File: config.mk
export PLATFORM = sky130hd
export DESIGN_NAME = prio_irq_ctrl
export DESIGN_NICKNAME = d
export VERILOG_FILES = /design/src/rtl/prio_irq_pkg.sv /design/src/rtl/irq_regs.sv /design/src/rtl/irq_arbiter.sv /design/src/rtl/irq_defer.sv /design/src/rtl/prio_irq_ctrl.sv
export SDC_FILE = /design/constraint.sdc
export NUM_CORES = 1
export LEC_CHECK = 0
export ABC_CLOCK_PERIOD_IN_PS = 1500
export BUFFER_PORTS_ARGS = -buffer_cell sky130_fd_sc_hd__buf_2
export CELL_PAD_IN_SITES_DETAIL_PLACEMENT = 0
export CELL_PAD_IN_SITES_GLOBAL_PLACEMENT = 1
export CORE_ASPECT_RATIO = 1.75
export CORE_MARGIN = 2
export CORE_UTILIZATION = 35
export DETAILED_ROUTE_END_ITERATION = 8
export GPL_ROUTABILITY_DRIVEN = 0
export PLACE_DENSITY_LB_ADDON = 0.15
export SLEW_MARGIN = 10
export SYNTH_ARGS = -nofsm -noshare
export SYNTH_HDL_FRONTEND = slang
export SYNTH_SLANG_ARGS = --single-unit
File: constraint.sdc
create_clock -name clk -period 1.5 [get_ports clk]
set_input_delay 0.3 -clock clk [delete_from_list [all_inputs] [get_ports clk]]
set_output_delay 0.3 -clock clk [all_outputs]
set_load 0.01 [all_outputs]
File: src/rtl/prio_irq_pkg.sv
package prio_irq_pkg;
  localparam int NSRC     = 3;
  localparam int POS_REQ2 = 0;
  localparam int POS_REQ1 = 1;
  localparam int POS_TMR  = 2;
  localparam int SRC_W    = 2;

  // Source code: highest bit position maps to code 0
  typedef enum logic [SRC_W-1:0] {
    SRC_TMR  = 2'd0,
    SRC_REQ1 = 2'd1,
    SRC_REQ2 = 2'd2
  } src_e;

  localparam logic [1:0] OFS_MASK = 2'd2;
  localparam logic [1:0] OFS_STAT = 2'd3;
endpackage

File: src/rtl/irq_regs.sv
module irq_regs
  import prio_irq_pkg::*;
#(
  parameter int DATA_W = 8,
  parameter int ADDR_W = 2
) (
  input  logic              clk,
  input  logic              rst,
  input  logic              wr_en,
  input  logic [ADDR_W-1:0] addr,
  input  logic [DATA_W-1:0] wdata,
  input  logic              ext1,
  input  logic              ext2,
  input  logic              tmr_fire,
  output logic [NSRC-1:0]   mask,
  output logic [NSRC-1:0]   pend,
  output logic [DATA_W-1:0] rdata
);
  localparam int UP_W = DATA_W - NSRC;

  logic [DATA_W-1:0] iobuf;
  logic              tmr_req;
  logic              ack_hit;

  assign ack_hit = wr_en && (addr[1:0] == OFS_STAT);

  always_comb begin
    pend           = '0;
    pend[POS_REQ2] = ext2;
    pend[POS_REQ1] = ext1;
    pend[POS_TMR]  = tmr_req;
  end

  always_ff @(posedge clk) begin
    if (rst) begin
      iobuf   <= '0;
      mask    <= '0;
      tmr_req <= 1'b0;
    end else begin
      if (wr_en) iobuf <= wdata;
      if (wr_en && addr[1:0] == OFS_MASK) mask <= wdata[NSRC-1:0];
      if (tmr_fire)     tmr_req <= 1'b1;
      else if (ack_hit) tmr_req <= 1'b0;
    end
  end

  always_ff @(posedge clk) begin
    if (rst) begin
      rdata <= '0;
    end else begin
      unique case (addr[1:0])
        OFS_MASK: rdata <= {iobuf[DATA_W-1 -: UP_W], mask};
        OFS_STAT: rdata <= {iobuf[DATA_W-1 -: UP_W], pend};
        default:  rdata <= iobuf;
      endcase
    end
  end
endmodule

File: src/rtl/irq_arbiter.sv
module irq_arbiter
  import prio_irq_pkg::*;
#(
  parameter int N = NSRC
) (
  input  logic [N-1:0]     elig,
  output logic             any,
  output logic [SRC_W-1:0] code
);
  logic [N:0]             hit;
  logic [SRC_W-1:0]       stage [N+1];

  assign hit[0]   = 1'b0;
  assign stage[0] = '0;

  // Later stages override earlier ones: the highest bit position wins
  for (genvar i = 0; i < N; i++) begin : g_pri
    assign hit[i+1]   = hit[i] | elig[i];
    assign stage[i+1] = elig[i] ? SRC_W'(N-1-i) : stage[i];
  end

  assign any  = hit[N];
  assign code = stage[N];
endmodule

File: src/rtl/irq_defer.sv
module irq_defer
  import prio_irq_pkg::*;
(
  input  logic             clk,
  input  logic             rst,
  input  logic             boundary,
  input  logic             iflag,
  input  logic             any,
  input  logic [SRC_W-1:0] code,
  output logic             take,
  output logic [SRC_W-1:0] src
);
  logic armed;
  logic fire_now;

  assign fire_now = boundary && armed && any && !iflag;

  always_ff @(posedge clk) begin
    if (rst) begin
      armed <= 1'b0;
      take  <= 1'b0;
      src   <= SRC_TMR;
    end else begin
      take <= fire_now;
      if (fire_now) src <= code;
      if (!any)          armed <= 1'b0;
      else if (boundary) armed <= !(armed && !iflag);
    end
  end
endmodule

File: src/rtl/prio_irq_ctrl.sv
module prio_irq_ctrl
  import prio_irq_pkg::*;
#(
  parameter int DATA_W = 8,
  parameter int ADDR_W = 2
) (
  input  logic              clk,
  input  logic              rst,
  input  logic              bus_wr,
  input  logic [ADDR_W-1:0] bus_addr,
  input  logic [DATA_W-1:0] bus_wdata,
  output logic [DATA_W-1:0] rd_data,
  input  logic              ext_req1,
  input  logic              ext_req2,
  input  logic              tmr_fire,
  input  logic              nmi_in,
  input  logic              insn_end,
  input  logic              cpu_iflag,
  output logic              irq_take,
  output logic [SRC_W-1:0]  irq_src,
  output logic              nmi_pending
);
  logic [NSRC-1:0]  mask_q;
  logic [NSRC-1:0]  pend_vec;
  logic [NSRC-1:0]  elig_vec;
  logic             elig_any;
  logic [SRC_W-1:0] top_code;

  irq_regs #(.DATA_W(DATA_W), .ADDR_W(ADDR_W)) u_regs (
    .clk(clk), .rst(rst), .wr_en(bus_wr), .addr(bus_addr), .wdata(bus_wdata),
    .ext1(ext_req1), .ext2(ext_req2), .tmr_fire(tmr_fire),
    .mask(mask_q), .pend(pend_vec), .rdata(rd_data)
  );

  assign elig_vec = pend_vec & ~mask_q;

  irq_arbiter #(.N(NSRC)) u_arb (
    .elig(elig_vec), .any(elig_any), .code(top_code)
  );

  irq_defer u_defer (
    .clk(clk), .rst(rst), .boundary(insn_end), .iflag(cpu_iflag),
    .any(elig_any), .code(top_code), .take(irq_take), .src(irq_src)
  );

  always_ff @(posedge clk) begin
    if (rst)         nmi_pending <= 1'b0;
    else if (nmi_in) nmi_pending <= 1'b1;
  end
endmodule

### Word level (Yosys, flattened, before mapping)

Cells that the tools add are included.

* flip-flop bits (word level): 25
* bits of input ports: 19
* output and inout bits: 12
* logic and storage cells: 31

* eq/ne operators: 2
* muxes and demuxes: 6
* bitwise gates (word level): 5
* reductions and logical operators: 10

Operators by type and width (count)
* $logic_and A1 B1 Y1: 6
* $mux W2: 3
* $pmux W3 S2: 1
* $eq A2 B2 Y1 const B: 2
* $and A3 B3 Y3: 1
* $not A3 Y3: 1
* $logic_not A1 Y1: 2
* $mux W1: 2
* $or A1 B1 Y1: 2
* $reduce_bool A2 Y1: 1
* $reduce_or A2 Y1: 1
* $not A1 Y1: 1

### Logic depth before layout (Yosys ltp)

* depth in word-level cells: 6
* depth in mapped cells: 4
* depth with buffers taken out: 3

### Hierarchy

Synthesis repeated with hierarchy kept, for this count alone.

* cell total of the unflattened synthesis: 93
* area, all modules: 1002.2 µm²

Modules (own cells, without submodules)
* irq_regs: instances 1, cells each 70, area each 759.5 µm², sequential area each 400.4 µm²
* irq_defer: instances 1, cells each 15, area each 173.9 µm², sequential area each 80.1 µm²
* prio_irq_ctrl: instances 1, cells each 5, area each 48.8 µm², sequential area each 20.0 µm²
* irq_arbiter: instances 1, cells each 3, area each 20.0 µm², sequential area each 0.0 µm²

### Least setup slack after synthesis

OpenSTA, ideal clock, no wires.

* kind: input to register
* from: input cpu_iflag
* to: register u_defer.src[0]
* setup time: 74 ps
* data arrival time: 1001 ps
* required time: 1426 ps
* setup slack: 425 ps
* stages: 3
* buffers on the path: 0
* cell sequence: nand3b_4 or4b_1 o21ai_0

* word-level cells in the longest chain between the ends: 2

Ends and longest elaborated chain
* from (decl): line prio_irq_ctrl.sv:18 `input logic cpu_iflag,`
* $logic_not A1 Y1: line irq_defer.sv:16 `assign fire_now = boundary && armed && any && !iflag;`
* $logic_and A1 B1 Y1: line irq_defer.sv:16
* to (signal assigned): line irq_defer.sv:25 `if (fire_now) src <= code;`
* to (decl): line irq_defer.sv:11 `output logic [SRC_W-1:0] src`

Every way passes these cells.
A chain may end at the register's enable or synchronous reset.

### Worst setup path after layout

* from: register u_regs.mask[2]
* to: register u_defer.src[0]

* word-level cells in the longest chain between the ends: 5
* elaborated cells on any way between the ends: 6
* those cells by class: 1 x mux; 3 x bitwise; 2 x reduce/logical

Ends and longest elaborated chain
* from (decl): line irq_regs.sv:15 `output logic [NSRC-1:0] mask,`
* from (signal assigned): line irq_regs.sv:41 `if (wr_en && addr[1:0] == OFS_MASK) mask <= wdata[NSRC-1:0];`
* $not A3 Y3 (*): line prio_irq_ctrl.sv:35 `assign elig_vec = pend_vec & ~mask_q;`
* $and A3 B3 Y3 (*): line prio_irq_ctrl.sv:35
* $or A1 B1 Y1: line irq_arbiter.sv:18 `assign hit[i+1] = hit[i] | elig[i];`
* $logic_and A1 B1 Y1 (2 in series): line irq_defer.sv:16

Every way passes the cells marked *; elsewhere a longest branch is shown, timed or not.

==> impl_results.md <==
* ANT cells at 0
* Post-synth top area share at 55.3%
* Cell Area, Synth at slightly above 900 µm²
* First-pass GRT wire length at between 2 and 3 mm
* MaxCap Viol Count at 0
* Grt ovf at 0
* PortBufs at 30
* Post-synthesis sequential area ratio at between 50 and 60%
* Number of global-route vias before repair at approximately 700
* Net Count, Synth at approximately 110
* Worst VDD drop at approximately 0.56 mV
* Most common cell after layout, fill and taps aside: buf_2
* Status: complete, no violations
* First-pass DRT Iterations at 4
* Cts bufs inserted at 3
* Largest buffer count on any clock path at 2
* Area grow syn2layout at 24.5%
* Final hold vios at 0
* H-tree level count at 1
* Starting density of the core at a little under two fifths
* Met1 Usage GRT at between 10% and 20%
* GR peak layer: met2
* Post-DR wirelength/cell at about 12 µm
* Worst-path clk slew at about 0.080 ns
* Pint at 951 µW
* Worst-Margin Slew at 0.262 ns
* Leakage at 0.556 nW
* Slowest-stage cell, CP: or4b_1
* Worst hold path class: in2reg
* Syn Area/Cell at around 11 µm²
* Worst setup EP type: register
* Max-slew violation count at 0
* Clk_skew at between 0.005 and 0.006 ns
* Critical path peak fanout at 5
* Final period util at 78.9%
* Final min period at 1.18 ns
* Flop pwr share at between 50% and 60%
* GR Layer Usage met2 at a little over a fifth
* Pwr dens at roughly 1100 mW/mm²
* Power, Total at approximately 1.2 mW
* Synth unique cells at 18
* Die Area at roughly 0.0030 mm²
* GR Util met3 at between 2 and 3%
* Design Area, Final at around 0.0011 mm²
* Startpoint class of the critical path: register
* Top FF cell, synth: dfxtp_1
* Clk_lat worst skew at between 0.2 and 0.3 ns
* Total Wirelength at 1.73 mm
* Die X-Extent at 42.4 µm
* Resize count post-CTS at 0
* Via/cell ratio at between 4 and 5
* I/O pin count at 31
* FP Rows at 24
* GRT Util Overall at roughly an eighth
* Area contributors post-synth: dfxtp_1, mux2i_1, nor2_1, nor2b_1, nand2b_1
* Net Sw Frac at between 20% and 30%
* Post-route setup TNS at 0 ns
* Post-CTS Hold Buffers at 0
* Post-DP HPWL at around 1.3 mm
* Critical Path AT at between 1 and 1.5 ns
* CTS tree: built
* Clk sinks at 25
* Largest net degree at the start of global routing at 26
* Fin nets at roughly 140
* Clock share of power at a little under a third
* Comb power frac at 11.0%
* Antenna violations before repair at 0
* RSZ-0062 raised after global routing: false
* Post-CTS setup buffer count at 0
* FMAX at 845 MHz
* Sw Pwr at about 270 µW
* Leading area contributor after synthesis: dfxtp_1
* Clock root cell: clkbuf_8
* Post-synth ARST share at 0%
* DR DRC count at 0
* ANT nets after route at 0
* Crit path required time at 1.68 ns
* Critical path, cell by cell: nand2b_1, or4b_1, o21ai_0
* Placed cell area at approximately 0.0011 mm²
* Post-synthesis register bit count at 25
* Most frequent cells in the layout: buf_2, dfxtp_1, nor2_1
* Slew HR at between 80% and 90%
* Number of synthesized flops with an enable pin at 0
* Via count at just over 700
* Final setup viols at 0
* Crit path largest cell delay at 0.45 ns
* Die extent in y at between 70 and 80 µm
* Fraction of layout cells with a size suffix above 1 at between 30 and 40%
* Cells after Synth at 86
* Crit Path Category: reg2reg
* Yosys warns at 0
* DRT iter0 DRCs at 7
* Core area at roughly 0.0025 mm²
## path summary, 6_finish.rpt
path | from | to | slack [ns] | cells past startpoint
hold reg to reg | u_regs.iobuf[5] | u_regs.rdata[5] | 0.47 | 1
hold / removal | nmi_in | nmi_pending | 0.23 | 3
setup reg to reg | u_regs.mask[2] | u_defer.src[0] | 0.32 | 3
setup / recovery | u_regs.mask[2] | u_defer.src[0] | 0.32 | 3
## metal layers
layer / part of all wire, % / vias up / wire, µm
met1: 44 / 334 / 767
met5: 0 / - / 0
met4: 1.5 / 0 / 26
met3: 5.6 / 2 / 97
li1: - / 353 / -
met2: 49 / 20 / 841
## Yosys cell counts, types with 2 or more instances
library cell / count
o21ai_0: 2
a311oi_1: 2
nor2b_1: 5
a21oi_1: 3
a211oi_1: 3
mux2i_1: 14
clkbuf_1: 3
nor2_1: 17
nand2b_1: 4
dfxtp_1: 25
## per-stage QoR
| step | worst slack (ns) | instances | utilization [%] | hold WS (ns) |
|---|---|---|---|---|
| after floorplan | 0.425 | 86 | - | 0.372 |
| after global placement | 0.295 | 139 | 43.9 | 0.450 |
| after detailed placement | 0.256 | 139 | 43.9 | 0.461 |
| after CTS | 0.310 | 143 | 45.7 | 0.230 |
| after global routing | 0.266 | 143 | 45.7 | 0.272 |
| final | 0.316 | 143 | 45.7 | 0.234 |
## registers in the layout, indices dropped and copies added (netlist names)
| signal | flops |
|---|---|
| nmi_pending | 1 |
| u_regs.rdata | 8 |
| u_defer.armed | 1 |
| u_defer.src | 2 |
| u_defer.take | 1 |
| u_regs.tmr_req | 1 |
| u_regs.iobuf | 8 |
| u_regs.mask | 3 |
## cell families after synthesis
logic type	count (synthesis)	share of synthesized area, %
flops	25	55.3
compound gates	11	8.02
simple gates	31	18.8
mux	14	15.5
buf+inv	5	2.35
## area by class of cell
type                       count  area, µm²
multi-input combinational     56        383
sequential                    25        500
fill                         265       1340
tap                           26       32.5
clock buffer                   4       45.0
timing repair buffer          32        165
## critical path, delay by kind of cell (launching register included)
kind / cells / cell delay (ns)
AOI/OAI and AO/OA: 1 / 0.09
DFF: 1 / 0.36
and+or+nand+nor: 2 / 0.66
## power by group through the flow
| stage | clock network [mW] | logic, mW | registers [mW] |
|---|---|---|---|
| after floorplan | 0 | 0.0735 | 0.732 |
| after detailed placement | 0 | 0.137 | 0.727 |
| after global placement | 0 | 0.134 | 0.726 |
| after global routing | 0.425 | 0.152 | 0.716 |
| final | 0.380 | 0.134 | 0.711 |
| after CTS | 0.401 | 0.137 | 0.711 |
Note: power is estimated with default switching activity, not from simulation.
